`src/rtl/slw_pkg.sv`:
```
package slw_pkg;
  localparam int BEATS = 8;
  localparam int IDX_W = $clog2(BEATS);

  typedef enum logic [2:0] {
    PH_IDLE, PH_ACT, PH_TRW, PH_BEAT, PH_RECOV, PH_TPC
  } phase_t;

  typedef enum logic [3:0] {
    CMD_ACTV  = 4'b0011,
    CMD_WRITE = 4'b0100,
    CMD_NOP   = 4'b0111
  } cmd_t;

  // Line word carried by a beat: offset wraps inside the aligned line.
  function automatic logic [IDX_W-1:0] wrap_idx(input logic [IDX_W-1:0] base,
                                                input logic [IDX_W-1:0] beat);
    return base + beat;
  endfunction

  // True when a counter value is the final one of a run of 'lim' cycles.
  function automatic logic at_limit(input logic [IDX_W-1:0] c,
                                    input logic [IDX_W:0]   lim);
    return ({1'b0, c} + 1'b1) == lim;
  endfunction
endpackage

```
`src/rtl/slw_req_hold.sv`:
```
module slw_req_hold #(
  parameter int BANK_W = 2,
  parameter int ROW_W  = 13,
  parameter int COL_W  = 10,
  parameter int LINE_W = 256
) (
  input  logic              clk,
  input  logic              rst_n,
  input  logic              load,
  input  logic              start_i,
  input  logic              busy_i,
  input  logic [BANK_W-1:0] bank_i,
  input  logic [ROW_W-1:0]  row_i,
  input  logic [COL_W-1:0]  col_i,
  input  logic [LINE_W-1:0] line_i,
  input  logic [1:0]        trw_i,
  input  logic [2:0]        trwl_i,
  output logic [BANK_W-1:0] bank_q,
  output logic [ROW_W-1:0]  row_q,
  output logic [COL_W-1:0]  col_q,
  output logic [LINE_W-1:0] line_q,
  output logic [1:0]        trw_q,
  output logic [2:0]        trwl_q
);
  always_ff @(posedge clk) begin
    if (!rst_n) begin
      bank_q <= '0;
      row_q  <= '0;
      col_q  <= '0;
      line_q <= '0;
      trw_q  <= '0;
      trwl_q <= '0;
    end else if (load) begin
      bank_q <= bank_i;
      row_q  <= row_i;
      col_q  <= col_i;
      line_q <= line_i;
      trw_q  <= trw_i;
      trwl_q <= trwl_i;
    end
  end

  // a start during a busy burst must not disturb the held request
  a_r8_hold_stable: assert property (@(posedge clk) disable iff (!rst_n)
    (busy_i && start_i) |=> ($stable(bank_q) && $stable(row_q) && $stable(col_q)
                             && $stable(trw_q) && $stable(trwl_q)));
endmodule

```
`src/rtl/slw_phase_fsm.sv`:
```
module slw_phase_fsm
  import slw_pkg::*;
(
  input  logic             clk,
  input  logic             rst_n,
  input  logic             accept,
  input  logic [1:0]       trw_q,
  input  logic [2:0]       trwl_q,
  output phase_t           phase,
  output logic [IDX_W-1:0] cnt,
  output logic             done
);
  logic [IDX_W:0] trw_lim;
  logic [IDX_W:0] trwl_lim;
  logic           beat_last;

  assign trw_lim   = {{(IDX_W-1){1'b0}}, trw_q};
  assign trwl_lim  = {1'b0, trwl_q};
  assign beat_last = at_limit(cnt, (IDX_W+1)'(BEATS));

  always_ff @(posedge clk) begin
    if (!rst_n) begin
      phase <= PH_IDLE;
      cnt   <= '0;
      done  <= 1'b0;
    end else begin
      done <= 1'b0;
      unique case (phase)
        PH_IDLE: if (accept) begin
          phase <= PH_ACT;
          cnt   <= '0;
        end
        PH_ACT: begin
          cnt   <= '0;
          phase <= (trw_q == 2'd0) ? PH_BEAT : PH_TRW;
        end
        PH_TRW: begin
          if (at_limit(cnt, trw_lim)) begin
            phase <= PH_BEAT;
            cnt   <= '0;
          end else cnt <= cnt + 1'b1;
        end
        PH_BEAT: begin
          if (beat_last) begin
            cnt   <= '0;
            phase <= (trwl_q == 3'd0) ? PH_TPC : PH_RECOV;
          end else cnt <= cnt + 1'b1;
        end
        PH_RECOV: begin
          if (at_limit(cnt, trwl_lim)) begin
            phase <= PH_TPC;
            cnt   <= '0;
          end else cnt <= cnt + 1'b1;
        end
        PH_TPC: begin
          phase <= PH_IDLE;
          done  <= 1'b1;
        end
        default: phase <= PH_IDLE;
      endcase
    end
  end

  // a burst leaves the beat phase right after its eighth beat
  a_r4_burst_len: assert property (@(posedge clk) disable iff (!rst_n)
    (phase == PH_BEAT && cnt == IDX_W'(BEATS-1)) |=> (phase != PH_BEAT));
  // every burst starts at beat zero
  a_r4_beat_entry: assert property (@(posedge clk) disable iff (!rst_n)
    (phase != PH_BEAT) |=> (phase != PH_BEAT || cnt == '0));
  // the recovery count never runs past its setting
  a_r6_recov_bound: assert property (@(posedge clk) disable iff (!rst_n)
    (phase == PH_RECOV) |-> ({1'b0, cnt} < trwl_lim));
  // the row-to-column wait never runs past its setting
  a_r2_trw_bound: assert property (@(posedge clk) disable iff (!rst_n)
    (phase == PH_TRW) |-> ({1'b0, cnt} < trw_lim));
  // precharge wait is one cycle and is followed by the done pulse
  a_r7_tpc_done: assert property (@(posedge clk) disable iff (!rst_n)
    (phase == PH_TPC) |=> (done && phase == PH_IDLE));
endmodule

```
`src/rtl/slw_beat_mux.sv`:
```
module slw_beat_mux
  import slw_pkg::*;
#(
  parameter int DATA_W = 32
) (
  input  logic [DATA_W*BEATS-1:0] line_q,
  input  logic [IDX_W-1:0]        base,
  input  logic [IDX_W-1:0]        beat,
  output logic [DATA_W-1:0]       word
);
  logic [DATA_W-1:0] words [BEATS];

  for (genvar k = 0; k < BEATS; k++) begin : g_word
    assign words[k] = line_q[k*DATA_W +: DATA_W];
  end

  assign word = words[wrap_idx(base, beat)];
endmodule

```
`src/rtl/slw_pin_drive.sv`:
```
module slw_pin_drive
  import slw_pkg::*;
#(
  parameter int BANK_W = 2,
  parameter int ROW_W  = 13,
  parameter int COL_W  = 10,
  parameter int AP_BIT = 10,
  parameter int DATA_W = 32
) (
  input  logic              clk,
  input  logic              rst_n,
  input  phase_t            phase,
  input  logic [IDX_W-1:0]  cnt,
  input  logic [BANK_W-1:0] bank_q,
  input  logic [ROW_W-1:0]  row_q,
  input  logic [COL_W-1:0]  col_q,
  input  logic [DATA_W-1:0] beat_word,
  output logic [3:0]        cmd,
  output logic [BANK_W-1:0] ba,
  output logic [ROW_W-1:0]  addr,
  output logic [DATA_W/8-1:0] dqm,
  output logic [DATA_W-1:0] dq
);
  logic is_act;
  logic is_wr;
  logic in_beat;

  assign is_act  = (phase == PH_ACT);
  assign is_wr   = (phase == PH_BEAT) && (cnt == '0);
  assign in_beat = (phase == PH_BEAT);

  always_comb begin
    cmd  = CMD_NOP;
    ba   = '0;
    addr = '0;
    if (is_act) begin
      cmd  = CMD_ACTV;
      ba   = bank_q;
      addr = row_q;
    end else if (is_wr) begin
      cmd  = CMD_WRITE;
      ba   = bank_q;
      addr[COL_W-1:0] = col_q;
      addr[AP_BIT]    = 1'b1;
    end
  end

  assign dqm = in_beat ? '0 : '1;
  assign dq  = in_beat ? beat_word : '0;

  // every write requests auto-precharge
  a_r3_autoprecharge: assert property (@(posedge clk) disable iff (!rst_n)
    (cmd == CMD_WRITE) |-> addr[AP_BIT]);
  // bytes are unmasked only while data beats are on the bus
  a_r4_dqm_window: assert property (@(posedge clk) disable iff (!rst_n)
    (dqm != '1) |-> (phase == PH_BEAT && dqm == '0));
  // the write follows an activate or a wait cycle, never anything else
  a_r2_write_after_row: assert property (@(posedge clk) disable iff (!rst_n)
    (cmd == CMD_WRITE) |-> ($past(phase) == PH_ACT || $past(phase) == PH_TRW));
  // only the activate and write slots carry an address
  a_r10_nop_quiet: assert property (@(posedge clk) disable iff (!rst_n)
    (cmd == CMD_NOP) |-> (addr == '0 && ba == '0));
endmodule

```
`src/rtl/sdram_line_writer.sv`:
```
module sdram_line_writer
  import slw_pkg::*;
#(
  parameter int BANK_W = 2,
  parameter int ROW_W  = 13,
  parameter int COL_W  = 10,
  parameter int AP_BIT = 10,
  parameter int DATA_W = 32,
  localparam int LINE_W = DATA_W * BEATS,
  localparam int MASK_W = DATA_W / 8
) (
  input  logic              clk,
  input  logic              rst_n,
  input  logic              start_i,
  input  logic [BANK_W-1:0] bank_i,
  input  logic [ROW_W-1:0]  row_i,
  input  logic [COL_W-1:0]  col_i,
  input  logic [LINE_W-1:0] line_i,
  input  logic [1:0]        trw_cfg_i,
  input  logic [2:0]        trwl_cfg_i,
  output logic              busy_o,
  output logic              done_o,
  output logic              cs_n_o,
  output logic              ras_n_o,
  output logic              cas_n_o,
  output logic              we_n_o,
  output logic [BANK_W-1:0] ba_o,
  output logic [ROW_W-1:0]  addr_o,
  output logic [MASK_W-1:0] dqm_o,
  output logic [DATA_W-1:0] dq_o
);
  phase_t            phase;
  logic [IDX_W-1:0]  cnt;
  logic              accept;
  logic [BANK_W-1:0] bank_q;
  logic [ROW_W-1:0]  row_q;
  logic [COL_W-1:0]  col_q;
  logic [LINE_W-1:0] line_q;
  logic [1:0]        trw_q;
  logic [2:0]        trwl_q;
  logic [DATA_W-1:0] beat_word;
  logic [3:0]        cmd;

  assign busy_o = (phase != PH_IDLE);
  assign accept = start_i && !busy_o;

  slw_req_hold #(.BANK_W(BANK_W), .ROW_W(ROW_W), .COL_W(COL_W), .LINE_W(LINE_W)) u_hold (
    .clk, .rst_n, .load(accept), .start_i, .busy_i(busy_o),
    .bank_i, .row_i, .col_i, .line_i, .trw_i(trw_cfg_i), .trwl_i(trwl_cfg_i),
    .bank_q, .row_q, .col_q, .line_q, .trw_q, .trwl_q
  );

  slw_phase_fsm u_fsm (
    .clk, .rst_n, .accept, .trw_q, .trwl_q, .phase, .cnt, .done(done_o)
  );

  slw_beat_mux #(.DATA_W(DATA_W)) u_mux (
    .line_q, .base(col_q[IDX_W-1:0]), .beat(cnt), .word(beat_word)
  );

  slw_pin_drive #(.BANK_W(BANK_W), .ROW_W(ROW_W), .COL_W(COL_W),
                  .AP_BIT(AP_BIT), .DATA_W(DATA_W)) u_pins (
    .clk, .rst_n, .phase, .cnt, .bank_q, .row_q, .col_q, .beat_word,
    .cmd, .ba(ba_o), .addr(addr_o), .dqm(dqm_o), .dq(dq_o)
  );

  assign {cs_n_o, ras_n_o, cas_n_o, we_n_o} = cmd;

  // done only ever appears with busy low
  a_r7_done_idle: assert property (@(posedge clk) disable iff (!rst_n)
    done_o |-> !busy_o);
  // an accepted start is followed by the activate command
  a_r1_act_next: assert property (@(posedge clk) disable iff (!rst_n)
    accept |=> (cmd == CMD_ACTV && busy_o));
endmodule

```
`config.mk`:
```
export PLATFORM = sky130hd
export DESIGN_NAME = sdram_line_writer
export DESIGN_NICKNAME = d
export VERILOG_FILES = /design/src/rtl/slw_pkg.sv /design/src/rtl/slw_req_hold.sv /design/src/rtl/slw_phase_fsm.sv /design/src/rtl/slw_beat_mux.sv /design/src/rtl/slw_pin_drive.sv /design/src/rtl/sdram_line_writer.sv
export SDC_FILE = /design/constraint.sdc
export NUM_CORES = 1
export LEC_CHECK = 0
export BUFFER_PORTS_ARGS = -buffer_cell sky130_fd_sc_hd__buf_2
export CAP_MARGIN = 20
export CORE_ASPECT_RATIO = 1.25
export CORE_MARGIN = 3
export CORE_UTILIZATION = 45
export DETAILED_ROUTE_END_ITERATION = 7
export PLACE_DENSITY_LB_ADDON = 0.05
export SETUP_SLACK_MARGIN = 0.5
export SLEW_MARGIN = 25
export SYNTH_ARGS = -nofsm -noshare
export SYNTH_HDL_FRONTEND = slang
export SYNTH_HIERARCHICAL = 1
export SYNTH_SLANG_ARGS = --single-unit
```
`constraint.sdc`:
```
create_clock -name clk -period 4 [get_ports clk]
set_clock_uncertainty 0.1 [all_clocks]
set_input_delay 0.8 -clock clk [delete_from_list [all_inputs] [get_ports clk]]
set_output_delay 0.8 -clock clk [all_outputs]
set_load 0.01 [all_outputs]
```
==> results.toml, run 1 <==
[outcome]
status = "completed"

[layout]
nFillCells = 2800
fin_cells = 1932
fin_nets = 1790
final_cell_mix = "buf_2, dfxtp_1, nor2b_1"
area_growth_pct = 22.34
final_common_cell = "buf_2"
drive_gt1_frac = 0.3636

[clock_tree]
h-tree-depth = 2
cts-root-buf = "clkbuf_16"
clk_path_buf_depth = 3
path_clk_slew_ns = 0.06
numClockSinks = 293
clk_latency_ns = 0.49
numCtsBuffers = 34
cts_tree = "done"

[critical_path]
cp_max_fo = 6
required_ns = 3.10
rr_startpoint = "u_fsm/phase[2]$_SDFFE_PN0P_"
critPathKind = "flip-flop to output port"
crit_start = "u_hold/col_q[0]$_SDFFE_PN0P_"
startpoint_type = "flip-flop"
cp-end-kind = "output port"
critPathArrivalTime_ns = 3.01

[yosys]
synthesis.area_um2 = 14210
synth_cell_types = 58
synth_top_area_frac = 0.4127
synth_edf_count = 0
synth_seq_cells = 293
yosys.area.top_type = "dfxtp_1"
synth_area_per_cell_um2 = 12.01
netlist_instances = 1183
ys_seq_area_frac = 0.4127
async_flop_share = 0
synth_area_leaders = "dfxtp_1, mux2i_1, nor2b_1"
synth_flop_cell = "dfxtp_1"
synth_nets = 1476
yosys_warnings = 6

[route]
drt-initial-drc-count = 507
drt-vias-per-instance = 4.984
antenna_left = 0
drc = 0
wl_um = 36640
vias = 9629
routedWlPerCell_um = 18.96
first_pass_iters = 4

[timing]
setup_viol = 0
maxSlewViolCount = 0
fmax_mhz = 255.5
setup-tns-final_ns = 0
holdWs_ns = 0.4040
period_share = 0.9783
grt_setup_unrepaired = "true"
max_slew.worst_pin.slew_ns = 0.8178
min_period_ns = 3.913
finalHoldViolCount = 0
maxSlewHeadroom = 0.4548

[floorplanning]
rows = 72
die_height_um = 204.7
fp.dieW_um = 165.0
dieArea_um2 = 33770
start_util = 0.4573
num_io_pins = 346
core_um2 = 31080

[hold_path]
hold_path.class = "flip-flop to flip-flop"
hp-start = "u_hold/row_q[12]$_SDFFE_PN0P_"

[power_and_ir_drop]
p_leak_nw = 7.204
power_density_nw_per_um2 = 577.9
vdd_ir_drop_max_uv = 410.8

[placed_design]
port_buffers = 344
place_congestion = 0.8188
dp.cells = 1857
hpwl_um = 25190

[global_routing]
grt_pass1_vias = 9901
grt_overflow = 0
antenna_found_initial = 21
grt.total_usage = 0.2115
grt_max_degree = 123
grt_pass1_wl_um = 56200

[run]
cap_violations = 0
[kinds of logic after synthesis]
logic type	synth area share
AOI/OAI and AO/OA	0.01796
and+or+nand+nor	0.1570
muxes	0.3345
DFF	0.4127
buffers and inverters	0.06893
xor gates and xnor gates	0.004666
adders and majority gates	0.004050
other	0.0002638
[metrics by stage]
stage	cell area, um^2	worst slack [ns]	power, W	util
after floorplan	14210	0.7735	0.006462	-
after global placement	15820	0.4071	0.006787	0.5089
after detailed placement	15820	0.3616	0.006848	0.5089
after CTS	17300	0.004707	0.01014	0.5567
after global routing	17380	0.02359	0.01060	0.5592
final	17390	0.08682	0.01005	0.5595
[worst max-delay path, cell delays in order, from the launching register on]
cell	delay [ns]
dfxtp_2	0.35
ha_4	0.13
inv_2	0.03
fa_4	0.80
buf_12	0.13
buf_12	0.11
clkbuf_16	0.15
mux4_2	0.30
mux2_4	0.26
and2_1	0.13
buf_2	0.13
[what timing repair did]
| item | 4_1_cts | 5_1_grt |
|---|---|---|
| pin swaps | 1 | 1 |
| resized for setup | 55 | 7 |
| gates cloned | 3 | 2 |
| endpoints found under the setup margin | 32 | 32 |
| hold buffers | 0 | 0 |
| setup buffers | 6 | 0 |
[state kept, by name, summed over array words and instances (netlist names)]
register	count
u_fsm/cnt	3
u_fsm/done	1
u_fsm/phase	3
u_hold/bank_q	2
u_hold/col_q	10
u_hold/line_q	256
u_hold/row_q	13
u_hold/trw_q	2
u_hold/trwl_q	3
[final timing paths]
| check | depth (start not counted) | slack (ns) | to |
|---|---|---|---|
| setup / recovery | 10 | 0.09 | dq_o[18] |
| hold / removal | 2 | 0.40 | u_hold/row_q[12]$_SDFFE_PN0P_ |
| setup reg to reg | 6 | 1.59 | u_fsm/phase[0]$_SDFFE_PN0P_ |
| hold reg to reg | 2 | 0.40 | u_hold/row_q[12]$_SDFFE_PN0P_ |
[final cells by class]
cell class	count	area [um^2]	area share
Antenna cell	7	17.52	0.001007
Clock buffer	52	1052	0.06051
Clock inverter	5	75.07	0.004317
Inverter	8	30.03	0.001727
Multi-Input combinational cell	785	7485	0.4304
Sequential cell	293	5869	0.3375
Tap cell	407	509.2	0.02928
Timing Repair Buffer	375	2351	0.1352
[cells in the mapped netlist (3+ instances only)]
cell type	n
a21oi_1	4
buf_2	10
mux4_2	60
xnor2_1	3
mux2_4	20
buf_6	5
nor3_1	4
clkbuf_1	30
and2_1	34
nand2_1	9
mux2i_1	286
mux4_1	4
ha_1	3
inv_1	8
nor2b_1	287
buf_12	26
clkbuf_2	5
mux2_2	12
dfxtp_1	293
buf_8	5
buf_1	4
nor2_1	9
buf_4	10
a32o_1	11
[per-layer routing]
layer	part of all wire	global-route usage
met1	0.42	0.2658
met2	0.48	0.3539
met3	0.080	0.06998
met4	0.016	0.04555
met5	0.0058	0
[power by group]
group          total, W  leakage [nW]  switching, W  internal [W]
clock network   0.00313         0.556       0.00120       0.00193
logic           0.00327          4.25       0.00149       0.00178
registers       0.00365          2.40      0.000266       0.00338
No activity file was read; power rests on OpenSTA's default activity.
==> run 2: changes to the inputs <==
- CORE_UTILIZATION: 45 -> 53
- GPL_TIMING_DRIVEN: unset -> 0
- SYNTH_HIERARCHICAL: 1 -> unset
==> run 2 against run 1 <==
  * Combinational power is 26% lower
  * Clock power shrank 2%
  * Total power fell by 11%
  * Via count increased by 26%
  * Final area decreased by 0.11%
  * Global-route usage is 9.6 points higher
  * Area after synthesis fell by 5.6%
==> results.toml, run 2 <==
[clock_tree]
cts-root-buf = "clkbuf_16"
path_clk_slew_ns = 0.06
h-tree-depth = 1
numCtsBuffers = 30
numClockSinks = 293
clk_latency_ns = 0.56
cts_tree = "done"
hold_buffers = 0
clk_path_buf_depth = 3

[timing]
setup_slack_ns = 0.3285
finalHoldViolCount = 0
maxSlewHeadroom = 0.3506
maxSlewViolCount = 0
setup_viol = 0
fmax_mhz = 272.4
min_period_ns = 3.671
grt_setup_unrepaired = "true"
max_slew.worst_pin.slew_ns = 0.9741
setup-tns-final_ns = 0
period_share = 0.9179

[global_routing]
grt_pass1_vias = 12100
grt_max_degree = 15
grt.total_usage = 0.3075
antenna_found_initial = 1
grt_pass1_wl_um = 64960
grt_overflow = 0

[floorplanning]
fp.dieW_um = 148.3
dieArea_um2 = 27270
die_height_um = 183.9
core_um2 = 24660
num_io_pins = 346
rows = 64
start_util = 0.5439

[power_and_ir_drop]
power_density_nw_per_um2 = 512.2
power_w = 0.008897
vdd_ir_drop_max_uv = 387.1
p_leak_nw = 7.229

[layout]
final_common_cell = "nand2_1"
final_util = 0.7043
multi_input_area_um2 = 7019
regMostFlops = "u_hold.line_q"
fin_nets = 2209
regArea_um2 = 5877
final_cell_mix = "nand2_1, buf_2, dfxtp_1"
drive_gt1_frac = 0.3259
area_growth_pct = 29.49
reg.largest.list = "u_hold.line_q: 256 flops, u_hold.row_q: 13 flops, u_hold.col_q: 10 flops"
largest_reg_flops = 256
final_area_um2 = 17370
nFillCells = 2106
n_antenna_cell = 0

[yosys]
async_flop_share = 0
yosys.area.top_type = "dfxtp_1"
synth_area_per_cell_um2 = 8.790
synth_fa_ha_area_frac = 0.005223
ys_seq_area_frac = 0.4373
synthXorXnorAreaFrac = 0.004570
synth_compound_area_frac = 0.1881
synth_flop_cell = "dfxtp_1"
muxShareOfSynthArea = 0.1089
synth_seq_cells = 293
synth_most_common_cell = "nand2_1"
synth_area_leaders = "dfxtp_1, nand2_1, a21boi_1"
synth-simple-area-share = 0.1917
synthesis.area_um2 = 13410
yosys_warnings = 0
netlist_instances = 1526
synth_nets = 1820
synth_top_area_frac = 0.4373
synth_edf_count = 0
synth_cell_types = 45
yosys-top-cells-count = "nand2_1, dfxtp_1, a21boi_1"
synth_top_family_by_area = "simple AND/OR/NAND/NOR gates"

[critical_path]
timing.critical_path.buf_inv = 4
crit_family = "XOR/XNOR gates"
path_cells = "ha_4 > inv_2 > fa_2 > xnor2_4 > xor2_4 > buf_6 > clkbuf_16 > nand2_4 > a21oi_4 > buf_6"
worst-r2r-cell-count = 7
cpPeakStageDelay_ns = 0.37
startpoint_type = "flip-flop"
critPathArrivalTime_ns = 2.77
required_ns = 3.10
path_common_cell = "buf_6"
cp_slowest_cell = "dfxtp_4"
cp-end-kind = "output port"
critPathKind = "flip-flop to output port"
cp_max_fo = 5
worstSetupPathDepth = 10

[placed_design]
hpwl_um = 32950
port_buffers = 343
place_congestion = 0.8930
post-place-ws_ns = 0.09950
dpl_cell_area_um2 = 15540

[route]
vias = 12164
drt-initial-drc-count = 633
routedWlPerCell_um = 19.11
wl_um = 43360
drt-vias-per-instance = 5.361
antenna_left = 0
drc = 0
first_pass_iters = 5

[run]
cap_violations = 0

[hold_path]
hold_path.class = "flip-flop to flip-flop"
whs_path_depth = 2

[outcome]
status = "completed"
[run 2: final timing paths]
kind                                                    start                               to  slack, ns
worst max-delay path             u_hold.col_q[0]$_SDFFE_PN0P_                         dq_o[11]       0.33
worst min-delay path            u_hold.row_q[11]$_SDFFE_PN0P_    u_hold.row_q[11]$_SDFFE_PN0P_       0.35
worst max register to register    u_fsm.phase[0]$_SDFFE_PN0P_  u_hold.line_q[254]$_SDFFE_PN0P_       1.64
worst min register to register  u_hold.row_q[11]$_SDFFE_PN0P_    u_hold.row_q[11]$_SDFFE_PN0P_       0.35
[run 2: worst register-to-register path: cells and delay by family, from the launching register on]
family	cells	cell delay [ns]
buffers and inverters	3	0.94
and+or+nand+nor	3	0.80
DFF	1	0.30
AOI/OAI and AO/OA	1	0.15
[run 2: timing repair]
action	4_1_cts	5_1_grt
hold endpoints to repair	0	0
gates cloned	2	0
pin swaps	28	11
setup endpoints to repair	48	50
resized for setup	125	34
setup buffers	11	1
[run 2: metal layers]
layer / vias to the layer above / track usage / part of all wire
met3: 92 / 0.04365 / 0.070
li1: 5854 / - / -
met2: 478 / 0.5443 / 0.50
met5: - / 0 / 0.00046
met4: 2 / 0.1131 / 0.036
met1: 5738 / 0.3827 / 0.39
[run 2: metrics by stage]
stage / hold slack [ns] / std cells
after floorplan: 0.3305 / 1526
after global routing: 0.3674 / 2269
after global placement: 0.3370 / 2199
final: 0.3498 / 2269
after CTS: 0.3507 / 2268
after detailed placement: 0.3417 / 2199
[run 2: area by class of cell]
cell class	instances	share of cell area
buffer	130	0.05885
clock inverter	17	0.01304
sequential	293	0.3383
tap	330	0.02377
multi-input combinational	1094	0.4041
timing repair buffer	357	0.1101
clock buffer	39	0.04985
inverter	9	0.001945
[run 2: report_power, final]
group | switching [W] | internal [W]
Clock | 0.00122 | 0.00185
Combinational | 0.00135 | 0.00106
Sequential | 0.000175 | 0.00324
Total | 0.00274 | 0.00615
[run 2: kinds of logic after synthesis]
logic type	count (synthesis)
simple gates	669
compound gates	346
flops	293
buf+inv	139
mux	66
xor+xnor	7
fa+ha+maj	5
other cells	1
